--- config.mk ---
export PLATFORM = sky130hd
export DESIGN_NAME = irq_latch_ctrl
export DESIGN_NICKNAME = d
export VERILOG_FILES = /design/src/rtl/irq_latch_ctrl_pkg.sv /design/src/rtl/irq_latch_ctrl_rst_sync.sv /design/src/rtl/irq_latch_ctrl_cause_gen.sv /design/src/rtl/irq_latch_ctrl_host_regs.sv /design/src/rtl/irq_latch_ctrl_pend_bank.sv /design/src/rtl/irq_latch_ctrl.sv
export SDC_FILE = /design/constraint.sdc
export NUM_CORES = 1
export LEC_CHECK = 0
export BUFFER_PORTS_ARGS = -buffer_cell sky130_fd_sc_hd__buf_2
export CORE_MARGIN = 3
export CORE_UTILIZATION = 40
export DETAILED_ROUTE_END_ITERATION = 16
export PLACE_DENSITY_LB_ADDON = 0.25
export SYNTH_ARGS = -nofsm -noshare
export SYNTH_HDL_FRONTEND = slang
export SYNTH_SLANG_ARGS = --single-unit
--- constraint.sdc ---
create_clock -name clk_i -period 3.6 [get_ports clk_i]
set_input_delay 0.72 -clock clk_i [delete_from_list [all_inputs] [get_ports clk_i]]
set_output_delay 0.72 -clock clk_i [all_outputs]
set_load 0.02 [all_outputs]
--- src/rtl/irq_latch_ctrl_pkg.sv ---
package irq_latch_ctrl_pkg;

  typedef enum logic [1:0] {
    SEL_CTRL = 2'd0,
    SEL_ACK  = 2'd1,
    SEL_PEND = 2'd2,
    SEL_NONE = 2'd3
  } reg_sel_e;

  localparam int unsigned EN_BIT = 0;

  function automatic reg_sel_e decode_addr(input logic [1:0] a);
    case (a)
      2'd0:    decode_addr = SEL_CTRL;
      2'd1:    decode_addr = SEL_ACK;
      2'd2:    decode_addr = SEL_PEND;
      default: decode_addr = SEL_NONE;
    endcase
  endfunction

endpackage

--- src/rtl/irq_latch_ctrl_rst_sync.sv ---
module irq_latch_ctrl_rst_sync #(
  parameter int unsigned STAGES = 2
) (
  input  logic clk_i,
  input  logic rst_n_a,
  output logic rst_n_o
);

  logic [STAGES-1:0] sync_q;
  logic [STAGES-1:0] sync_d;

  always_comb begin
    sync_d = {sync_q[STAGES-2:0], 1'b1};
  end

  always_ff @(posedge clk_i or negedge rst_n_a) begin
    if (!rst_n_a) begin
      sync_q <= '0;
    end else begin
      sync_q <= sync_d;
    end
  end

  assign rst_n_o = sync_q[STAGES-1];

endmodule

--- src/rtl/irq_latch_ctrl_cause_gen.sv ---
module irq_latch_ctrl_cause_gen #(
  parameter int unsigned NUM_STAT = 6,
  localparam int unsigned NSRC = NUM_STAT + 2
) (
  input  logic                clk_i,
  input  logic                rst_n,
  input  logic [NUM_STAT-1:0] stat_i,
  input  logic                es_ovf_i,
  input  logic                es_unf_i,
  output logic [NSRC-1:0]     cause_o
);

  logic [NUM_STAT-1:0] stat_q;
  logic [NUM_STAT-1:0] stat_d;
  logic [NUM_STAT-1:0] chg;

  always_comb begin
    stat_d = stat_i;
  end

  always_ff @(posedge clk_i or negedge rst_n) begin
    if (!rst_n) begin
      stat_q <= '0;
    end else begin
      stat_q <= stat_d;
    end
  end

  // A status cause lasts one cycle per transition, in either direction.
  genvar g;
  generate
    for (g = 0; g < NUM_STAT; g++) begin : g_chg
      assign chg[g] = stat_i[g] ^ stat_q[g];
    end
  endgenerate

  assign cause_o = {es_unf_i, es_ovf_i, chg};

endmodule

--- src/rtl/irq_latch_ctrl_host_regs.sv ---
module irq_latch_ctrl_host_regs
  import irq_latch_ctrl_pkg::*;
#(
  parameter int unsigned NSRC   = 8,
  parameter int unsigned ADDR_W = 2,
  parameter int unsigned DATA_W = 8
) (
  input  logic              clk_i,
  input  logic              rst_n,
  input  logic              wr_i,
  input  logic [ADDR_W-1:0] addr_i,
  input  logic [DATA_W-1:0] wdata_i,
  input  logic [NSRC-1:0]   pend_i,
  output logic [DATA_W-1:0] rdata_o,
  output logic              en_o,
  output logic [NSRC-1:0]   mask_eff_o
);

  reg_sel_e        sel;
  logic            en_q, en_d, en_ce;
  logic [NSRC-1:0] mask_q, mask_d;
  logic            mask_ce;
  logic [DATA_W-1:0] pend_ext;

  assign sel = decode_addr(addr_i[1:0]);

  // Next state, with the clock enables written out.
  always_comb begin
    en_ce   = wr_i && (sel == SEL_CTRL);
    mask_ce = wr_i && (sel == SEL_ACK);
    en_d    = en_ce ? wdata_i[EN_BIT] : en_q;
    mask_d  = mask_ce ? wdata_i[NSRC-1:0] : mask_q;
  end

  always_ff @(posedge clk_i or negedge rst_n) begin
    if (!rst_n) begin
      en_q   <= 1'b0;
      mask_q <= '0;
    end else begin
      if (en_ce) begin
        en_q <= en_d;
      end
      if (mask_ce) begin
        mask_q <= mask_d;
      end
    end
  end

  // The mask being written acts on the edge of the write itself,
  // so that an acknowledge takes effect without an extra cycle.
  assign mask_eff_o = mask_d;
  assign en_o       = en_q;

  always_comb begin
    pend_ext             = '0;
    pend_ext[NSRC-1:0]   = pend_i;
  end

  always_comb begin
    rdata_o = '0;
    case (sel)
      SEL_CTRL: rdata_o[EN_BIT] = en_q;
      SEL_PEND: rdata_o = pend_ext;
      default:  rdata_o = '0;
    endcase
  end

endmodule

--- src/rtl/irq_latch_ctrl_pend_bank.sv ---
module irq_latch_ctrl_pend_bank #(
  parameter int unsigned NSRC = 8
) (
  input  logic            clk_i,
  input  logic            rst_n,
  input  logic            en_i,
  input  logic [NSRC-1:0] cause_i,
  input  logic [NSRC-1:0] mask_i,
  output logic [NSRC-1:0] pend_o
);

  genvar g;
  generate
    for (g = 0; g < NSRC; g++) begin : g_cell
      logic pend_q, pend_d, set_c, clr_c;

      always_comb begin
        set_c  = en_i && cause_i[g] && !mask_i[g];
        clr_c  = mask_i[g] && !cause_i[g];
        pend_d = pend_q;
        if (set_c) begin
          pend_d = 1'b1;
        end else if (clr_c) begin
          pend_d = 1'b0;
        end
      end

      always_ff @(posedge clk_i or negedge rst_n) begin
        if (!rst_n) begin
          pend_q <= 1'b0;
        end else if (set_c || clr_c) begin
          pend_q <= pend_d;
        end
      end

      assign pend_o[g] = pend_q;
    end
  endgenerate

endmodule

--- src/rtl/irq_latch_ctrl.sv ---
module irq_latch_ctrl #(
  parameter int unsigned NUM_STAT = 6,
  parameter int unsigned ADDR_W   = 2,
  parameter int unsigned DATA_W   = 8
) (
  input  logic                clk_i,
  input  logic                rst_n_a,
  input  logic [NUM_STAT-1:0] stat_i,
  input  logic                es_ovf_i,
  input  logic                es_unf_i,
  input  logic                reg_wr_i,
  input  logic [ADDR_W-1:0]   reg_addr_i,
  input  logic [DATA_W-1:0]   reg_wdata_i,
  output logic [DATA_W-1:0]   reg_rdata_o,
  output logic                irq_n_o
);

  localparam int unsigned NSRC = NUM_STAT + 2;

  logic            rst_n_s;
  logic [NSRC-1:0] cause;
  logic [NSRC-1:0] mask_eff;
  logic [NSRC-1:0] pend;
  logic            en;

  irq_latch_ctrl_rst_sync #(.STAGES(2)) u_rst (
    .clk_i   (clk_i),
    .rst_n_a (rst_n_a),
    .rst_n_o (rst_n_s)
  );

  irq_latch_ctrl_cause_gen #(.NUM_STAT(NUM_STAT)) u_cause (
    .clk_i    (clk_i),
    .rst_n    (rst_n_s),
    .stat_i   (stat_i),
    .es_ovf_i (es_ovf_i),
    .es_unf_i (es_unf_i),
    .cause_o  (cause)
  );

  irq_latch_ctrl_host_regs #(
    .NSRC   (NSRC),
    .ADDR_W (ADDR_W),
    .DATA_W (DATA_W)
  ) u_regs (
    .clk_i      (clk_i),
    .rst_n      (rst_n_s),
    .wr_i       (reg_wr_i),
    .addr_i     (reg_addr_i),
    .wdata_i    (reg_wdata_i),
    .pend_i     (pend),
    .rdata_o    (reg_rdata_o),
    .en_o       (en),
    .mask_eff_o (mask_eff)
  );

  irq_latch_ctrl_pend_bank #(.NSRC(NSRC)) u_pend (
    .clk_i   (clk_i),
    .rst_n   (rst_n_s),
    .en_i    (en),
    .cause_i (cause),
    .mask_i  (mask_eff),
    .pend_o  (pend)
  );

  assign irq_n_o = !(en && (|pend));

endmodule

==> results.ini, run 1 <==
[clock_network]
post_cts_resize_count = 0
tritoncts = done
cts_max_path_buffers = 2
cts.reportedPaths.clkPinSlew_ns = 0.14
cts_max_level = 1
cts_hold_buf = 0
cts_setup_buffers = 0
cts-root-buf = clkbuf_4
insertion_delay_ns = 0.32
cts_buffers = 3
cts.sinks = 25

[logic_synthesis]
seq_area_frac_synth_pct = 53.6
synth_flop_cell = dfrtp_1
synth_top_cells_by_area = dfrtp_1, o211ai_1, nand4b_1, nand2_1, and2_1
syn-num-nets = 127
yosys_warnings = 0
syn-instance-count = 106
ys_ff_latch = 25
ys_async_sr_fraction_pct = 100
yosys.area.top_type_share_pct = 53.6
synth_area_um2 = 1170
yosys.cell_types.count = 27
synth.avg_cell_area_um2 = 11.0
synth_edf_count = 0
synth_largest_area_cell = dfrtp_1

[layout]
diodes = 0
num-nets-final = 156
drive_gt1_share_pct = 29.1
areaGrowthSynthToFinish_pct = 14.4

[die]
fp-row-count = 18
dieArea_um2 = 3600
die_y_um = 60.0
die_width_um = 60.0
start_util_pct = 44.6
core_area_um2 = 2610
num_io_pins = 30

[place]
portBuffers = 29
dpl.hpwl_um = 1680
place.gp.congestion = 0.714

[sta]
worstMarginPinSlew_ns = 0.906
slew_headroom_pct = 39.6
period_needed_ns = 2.33
whs_ns = 0.144
fmax_mhz = 429
fin_crit_sh_pct = 64.7
rsz0062_at_grt = false
finalHoldViolCount = 0
setup_viol_count_final = 0
fin_worst_skew_ns = 0.0131
fin_setup_tns_ns = 0
drv_slew = 0

[power_and_ir_drop]
pwr-share-seq_pct = 57.2
cellLeakagePower_nw = 0.608
power_density_nw_per_um2 = 511
power_frac_comb_pct = 24.3
vdd.ir_drop.worst_uv = 332
power.share.switching_pct = 33.0
clkPwrFrac_pct = 18.5
internal_power_w = 0.000457
switchingPower_w = 0.000224

[routing]
drtIter0Drc = 20
post_drt_wl_per_cell_um = 13.3
vias = 894
dr.pass1.iters = 4
ant_nets = 0
avgViaCountPerCell = 5.45
wirelength_um = 2170
drc = 0

[setup_path]
r2r_start = u_regs.en_o$_DFFE_PN0P_
required_ns = 2.88
crit_path_max_incr_delay_ns = 0.53
critical-path-top-delay-family = simple AND/OR/NAND/NOR gates
setup.worst_path.start_class = flop
endpoint = irq_n_o
end_kind = output port
critPathKind = reg -> out
critPathBufInv = 1
crit_slowest_cell = or4_1
reg2reg_depth = 3
crit_arrival_ns = 1.61
r2r_slack_ns = 2.49
regToRegEndpoint = u_pend.g_cell[5].pend_q$_DFFE_PN0P_
critPathLaunch = u_pend.g_cell[0].pend_q$_DFFE_PN0P_
path_cells = or4_1 > o21ai_1 > buf_2
cp_num_cells = 3
crit_fanout = 4

[grt]
grt_overflow = 0
grtUsageTotal_pct = 13.8
grt_max_degree = 24
grt_pass1_vias = 843
grt_pass1_wl_um = 3660
antenna_found_initial = 0

[worst_hold_path]
hp-class = in -> async

[status]
status = complete, no violations

[job]
cap_violations = 0

-- kinds of logic after synthesis --
kind of cell	synth area share [%]
AOI/OAI and AO/OA	13.9
xor gates and xnor gates	4.51
buffers and inverters	6.12
DFF	53.6
muxes	3.76
other	0.322
and+or+nand+nor	17.7
-- placed cells by master, fill, tap and decap left out, drive strengths merged --
cell type / count
a21oi: 1
or4: 2
xor2: 5
nand4b: 6
o21ai: 8
mux2i: 1
clkbuf: 3
and2: 7
o211ai: 12
nand2: 13
dfrtp: 25
buf: 29
nand3b: 1
o2bb2ai: 1
xnor2: 1
inv: 7
and3b: 1
a311oi: 1
clkinvlp: 1
mux2: 3
nor2: 2
nand3: 1
nor3b: 1
nor2b: 1
conb: 1
-- layer usage --
layer	track usage (%)	vias to the layer above	share of wire [%]
li1	-	433	-
met1	17.9	433	45
met2	21.3	24	48
met3	4.75	4	5.9
met4	5.06	0	1.4
met5	0	-	0
-- state kept, by name (all words and copies together), names as in the netlist --
signal	cells
u_pend.g_cell.pend_q	8
u_regs.mask_q	8
u_cause.stat_q	6
u_rst.sync_q	2
u_regs.en_o	1
-- area by class of cell --
type,count,area (um2)
inverters,7,26.3
repair buffers,29,145
well taps,30,37.5
flip-flops and latches,25,626
multi-input cells,69,469
fillers,251,1280
clock inverters,1,7.51
clock buffers,3,22.5
-- worst min path at each step --
stage / startpoint / to / slack [ns] / depth (start not counted)
finish: rst_n_a / u_rst.sync_q[0]$_DFF_PN0_ / 0.14 / 1
global route: rst_n_a / u_rst.sync_q[0]$_DFF_PN0_ / 0.10 / 1
CTS: rst_n_a / u_rst.sync_q[0]$_DFF_PN0_ / 0.13 / 1
detailed placement: u_rst.sync_q[0]$_DFF_PN0_ / u_rst.sync_q[1]$_DFF_PN0_ / 0.34 / 0
global placement: u_rst.sync_q[0]$_DFF_PN0_ / u_rst.sync_q[1]$_DFF_PN0_ / 0.34 / 0
floorplan: u_rst.sync_q[1]$_DFF_PN0_ / u_cause.stat_q[0]$_DFF_PN0_ / 0.29 / 0
-- synth_stat cells, drive strengths merged, types with 2 or more instances --
master / instances
dfrtp: 25
nand2: 13
o211ai: 12
o21ai: 8
and2: 7
inv: 7
nand4b: 6
xor2: 5
buf: 4
mux2: 3
nor2: 2
or4: 2
-- power groups by stage --
stage	clock, W	sequential [W]	combinational (W)
floorplan	0	0.000373	0.000135
global placement	0	0.000395	0.000162
detailed placement	0	0.000397	0.000168
CTS	0.000134	0.000390	0.000169
global route	0.000149	0.000399	0.000188
finish	0.000126	0.000390	0.000166
-- worst register-to-register path: cells and delay by family, from the launching register on --
family,cells,cell delay [ns]
flip-flops,1,0.61
AO/OA/AOI/OAI,2,0.32
AND/OR/NAND/NOR,1,0.11
-- per-stage QoR --
stage	power, W	setup WS (ns)	cell area (um2)	util (%)	std cells
2_1_floorplan	0.000508	1.54	1170	-	106
3_3_place_gp	0.000556	1.32	1300	49.9	160
3_5_place_dp	0.000565	1.27	1300	49.9	160
4_1_cts	0.000693	1.24	1330	51.1	164
5_1_grt	0.000736	1.15	1330	51.1	164
6_report	0.000681	1.27	1330	51.1	164
(Power assumes the default switching activity.)
==> run 2: changes to the inputs <==
- ABC_AREA: default -> 1
- clock period: 3.6 -> 2.3 ns (I/O delays scaled with it)
==> run 2 against run 1 <==
Net effect:
- combinational power increased by 59%
- critical path type unchanged
- critical path depth unchanged
- clock power increased by 52%
- synthesized cell count increased by 38%
- clock skew decreased by 0.0022 ns
- power increased by 50%
- largest cell class unchanged
- cell count increased by 27%
- flip-flop and latch count unchanged
- worst hold slack improved by 0.12 ns
- via count increased by 5.3%
- die area decreased by 0.78%
==> results.ini, run 2 <==
[status]
status = complete, no violations  ; unchanged

[logic_synthesis]
synth_top_cells_by_area = dfrtp_1, nand2_1, inv_1, nand3_1, o21ai_2  ; was dfrtp_1, o211ai_1, nand4b_1, nand2_1, and2_1
yosys_warnings = 0  ; unchanged
synth.avg_cell_area_um2 = 7.92  ; was 11.0 um2
syn-instance-count = 146  ; was 106
synth_most_common_cell = nand2_1  ; was dfrtp_1
syn-num-nets = 167  ; was 127
yosys.area.top_type_share_pct = 54.1  ; was 53.6%
synth_flop_cell = dfrtp_1  ; unchanged
ys_ff_latch = 25  ; unchanged
synth_largest_area_cell = dfrtp_1  ; unchanged
ys_async_sr_fraction_pct = 100  ; unchanged
yosys.cell_types.count = 15  ; was 27
synth_edf_count = 0  ; unchanged
synth_area_um2 = 1160  ; was 1170 um2
seq_area_frac_synth_pct = 54.1  ; was 53.6%
synth_common_cells = nand2_1, inv_1, dfrtp_1  ; was dfrtp_1, nand2_1, o211ai_1

[setup_path]
path_cells = nand3_1 > o21ai_0 > buf_2  ; was or4_1 > o21ai_1 > buf_2
crit_slowest_cell = dfrtp_1  ; was or4_1
crit_fanout = 11  ; was 4
end_kind = output port  ; unchanged
crit_path_max_incr_delay_ns = 0.61  ; was 0.53 ns
setup.worst_path.start_class = flop  ; unchanged
r2r_slack_ns = 1.26  ; was 2.49 ns
critPathBufInv = 1  ; unchanged
reg2reg_depth = 5  ; was 3
critical-path-top-delay-family = flip-flops  ; was simple AND/OR/NAND/NOR gates
r2r_start = u_cause.stat_q[1]$_DFF_PN0_  ; was u_regs.en_o$_DFFE_PN0P_
critPathKind = reg -> out  ; unchanged
regToRegEndpoint = u_pend.g_cell[1].pend_q$_DFFE_PN0P_  ; was u_pend.g_cell[5].pend_q$_DFFE_PN0P_
required_ns = 1.84  ; was 2.88 ns
crit_arrival_ns = 1.35  ; was 1.61 ns

[sta]
finalHoldViolCount = 0  ; unchanged
layout_setup_ws_ns = 0.492  ; was 1.27 ns
fin_worst_skew_ns = 0.0109  ; was 0.0131 ns
worstMarginPinSlew_ns = 0.910  ; was 0.906 ns
fmax_mhz = 553
period_needed_ns = 1.81
rsz0062_at_grt = false  ; unchanged
drv_slew = 0  ; unchanged
fin_crit_sh_pct = 78.6
slew_headroom_pct = 39.3  ; was 39.6%
setup_viol_count_final = 0  ; unchanged
fin_setup_tns_ns = 0  ; unchanged

[worst_hold_path]
hold_end = u_cause.stat_q[2]$_DFF_PN0_
hp-class = in -> reg  ; was in -> async
holdPathStages = 1
min_from = stat_i[2]

[clock_network]
cts_buffers = 3  ; unchanged
cts_max_path_buffers = 2  ; unchanged
insertion_delay_ns = 0.31  ; was 0.32 ns
cts.reportedPaths.clkPinSlew_ns = 0.14  ; about the same
cts_max_level = 1  ; unchanged
cts-root-buf = clkbuf_4  ; unchanged
tritoncts = done  ; unchanged
cts.sinks = 25  ; unchanged

[job]
cap_violations = 0  ; unchanged

[die]
die_width_um = 59.8  ; was 60.0 um
num_io_pins = 30  ; unchanged
start_util_pct = 44.3  ; was 44.6%
dieArea_um2 = 3570  ; was 3600 um2
core_area_um2 = 2610  ; unchanged
die_y_um = 59.8  ; was 60.0 um
fp-row-count = 18  ; unchanged

[layout]
diodes = 0  ; unchanged
final_core_util_pct = 52.1  ; was 51.1%
design_area_um2 = 1360  ; was 1330 um2
final_cell_mix = nand2_1, inv_1, buf_2, dfrtp_1, nand3_1  ; was buf_2, dfrtp_1, nand2_1, o211ai_1
drive_gt1_share_pct = 23.0  ; was 29.1%
areaGrowthSynthToFinish_pct = 17.6  ; was 14.4%
reg_top3 = u_pend.g_cell.pend_q x8, u_regs.mask_q x8, u_cause.stat_q x6  ; unchanged
num-nets-final = 200  ; was 156
final_common_cell = nand2_1  ; was buf_2

[grt]
use_met2_pct = 22.7  ; was 21.3%
busiest_layer = met2  ; unchanged
grt_max_degree = 24  ; unchanged
grtUsageTotal_pct = 13.6  ; was 13.8%
grt_overflow = 0  ; unchanged
antenna_found_initial = 0  ; unchanged
grtUsageMet1_pct = 16.8  ; was 17.9%
grt_pass1_vias = 884  ; was 843
grt_pass1_wl_um = 3650  ; was 3660 um
met3_usage_pct = 5.40  ; was 4.75%

[routing]
drtIter0Drc = 9  ; was 20
avgViaCountPerCell = 4.52  ; was 5.45
drc = 0  ; unchanged
ant_nets = 0  ; unchanged
post_drt_wl_per_cell_um = 10.4  ; was 13.3 um
dr.pass1.iters = 3  ; was 4
wirelength_um = 2150  ; was 2170 um
vias = 941  ; was 894

[place]
dpl.hpwl_um = 1650  ; was 1680 um
place.gp.congestion = 0.773  ; was 0.714
place_area_um2 = 1320  ; was 1300 um2
portBuffers = 29  ; unchanged
preCtsSetupSlack_ns = 0.585  ; was 1.27 ns

[power_and_ir_drop]
cellLeakagePower_nw = 0.812  ; was 0.608 nW
power_density_nw_per_um2 = 752  ; was 511 nW/um2
vdd.ir_drop.worst_uv = 539  ; was 332 uV

-- run 2: cell types whose count changed after synthesis, moves of 6 or more --
cell	previous run	this run
o211ai_1	12	0
nand4b_1	6	0
nand2_1	13	47
nand3_1	1	14
and2_1	7	0
nor2_1	2	8
inv_1	7	31
-- run 2: cell type report --
cell class	instances	area (um2)
clock buffer	3	22.5
clock inverter	1	5.00
fill	248	1250
inverter	32	120
multi-input combinational	87	394
sequential	25	626
tap	30	37.5
timing repair buffer	30	155
-- run 2: worst register-to-register path, cell delays in order, from the launching register on --
cell,delay (ns)
dfrtp_1,0.40
or2_2,0.31
nand3_1,0.08
nand2_1,0.06
nand2_1,0.07
inv_1,0.04
-- run 2: worst max path at each step --
| stage | slack (ns) | depth (start not counted) | from | end |
|---|---|---|---|---|
| 2_1_floorplan | 0.67 | 3 | reg_addr_i[0] | reg_rdata_o[0] |
| 3_3_place_gp | 0.60 | 5 | reg_addr_i[0] | reg_rdata_o[0] |
| 3_5_place_dp | 0.59 | 5 | reg_addr_i[0] | reg_rdata_o[0] |
| 4_1_cts | 0.49 | 3 | u_regs.en_o$_DFFE_PN0P_ | reg_rdata_o[0] |
| 5_1_grt | 0.36 | 3 | u_regs.en_o$_DFFE_PN0P_ | reg_rdata_o[0] |
| 6_report | 0.49 | 3 | u_regs.en_o$_DFFE_PN0P_ | reg_rdata_o[0] |
-- run 2: power breakdown --
part	internal, W	switching [W]	leakage (nW)
Combinational	0.000100	0.000163	0.499
Clock	0.0000650	0.000126	0.0177
Sequential	0.000517	0.0000509	0.296
-- run 2: routing by layer --
layer  wire (um)  share of wire (%)
met5           0                  0
met4          15               0.70
met3         129                6.0
met2        1010                 47
met1         995                 46
-- run 2: cells by family (layout without fill, tap and decap cells) --
family,after synthesis,in the layout,synth area share (%)
other,1,1,0.324
AO/OA/AOI/OAI,12,12,6.82
flip-flops,25,25,54.1
AND/OR/NAND/NOR,74,74,26.9
buffers and inverters,34,66,11.8
-- run 2: metrics by stage --
step,hold slack [ns],std cells,total power [W]
after global placement,0.245,203,0.000831
final,0.266,208,0.00102
after CTS,0.253,208,0.00104
after detailed placement,0.248,203,0.000842
after global routing,0.248,208,0.00111
after floorplan,0.164,146,0.000759
-- run 2: timing repair --
item,4_1_cts,5_1_grt
hold endpoints to repair,2,0
resized for setup,0,0
endpoints found under the setup margin,0,0
buffers inserted,0,0
hold buffers,1,0
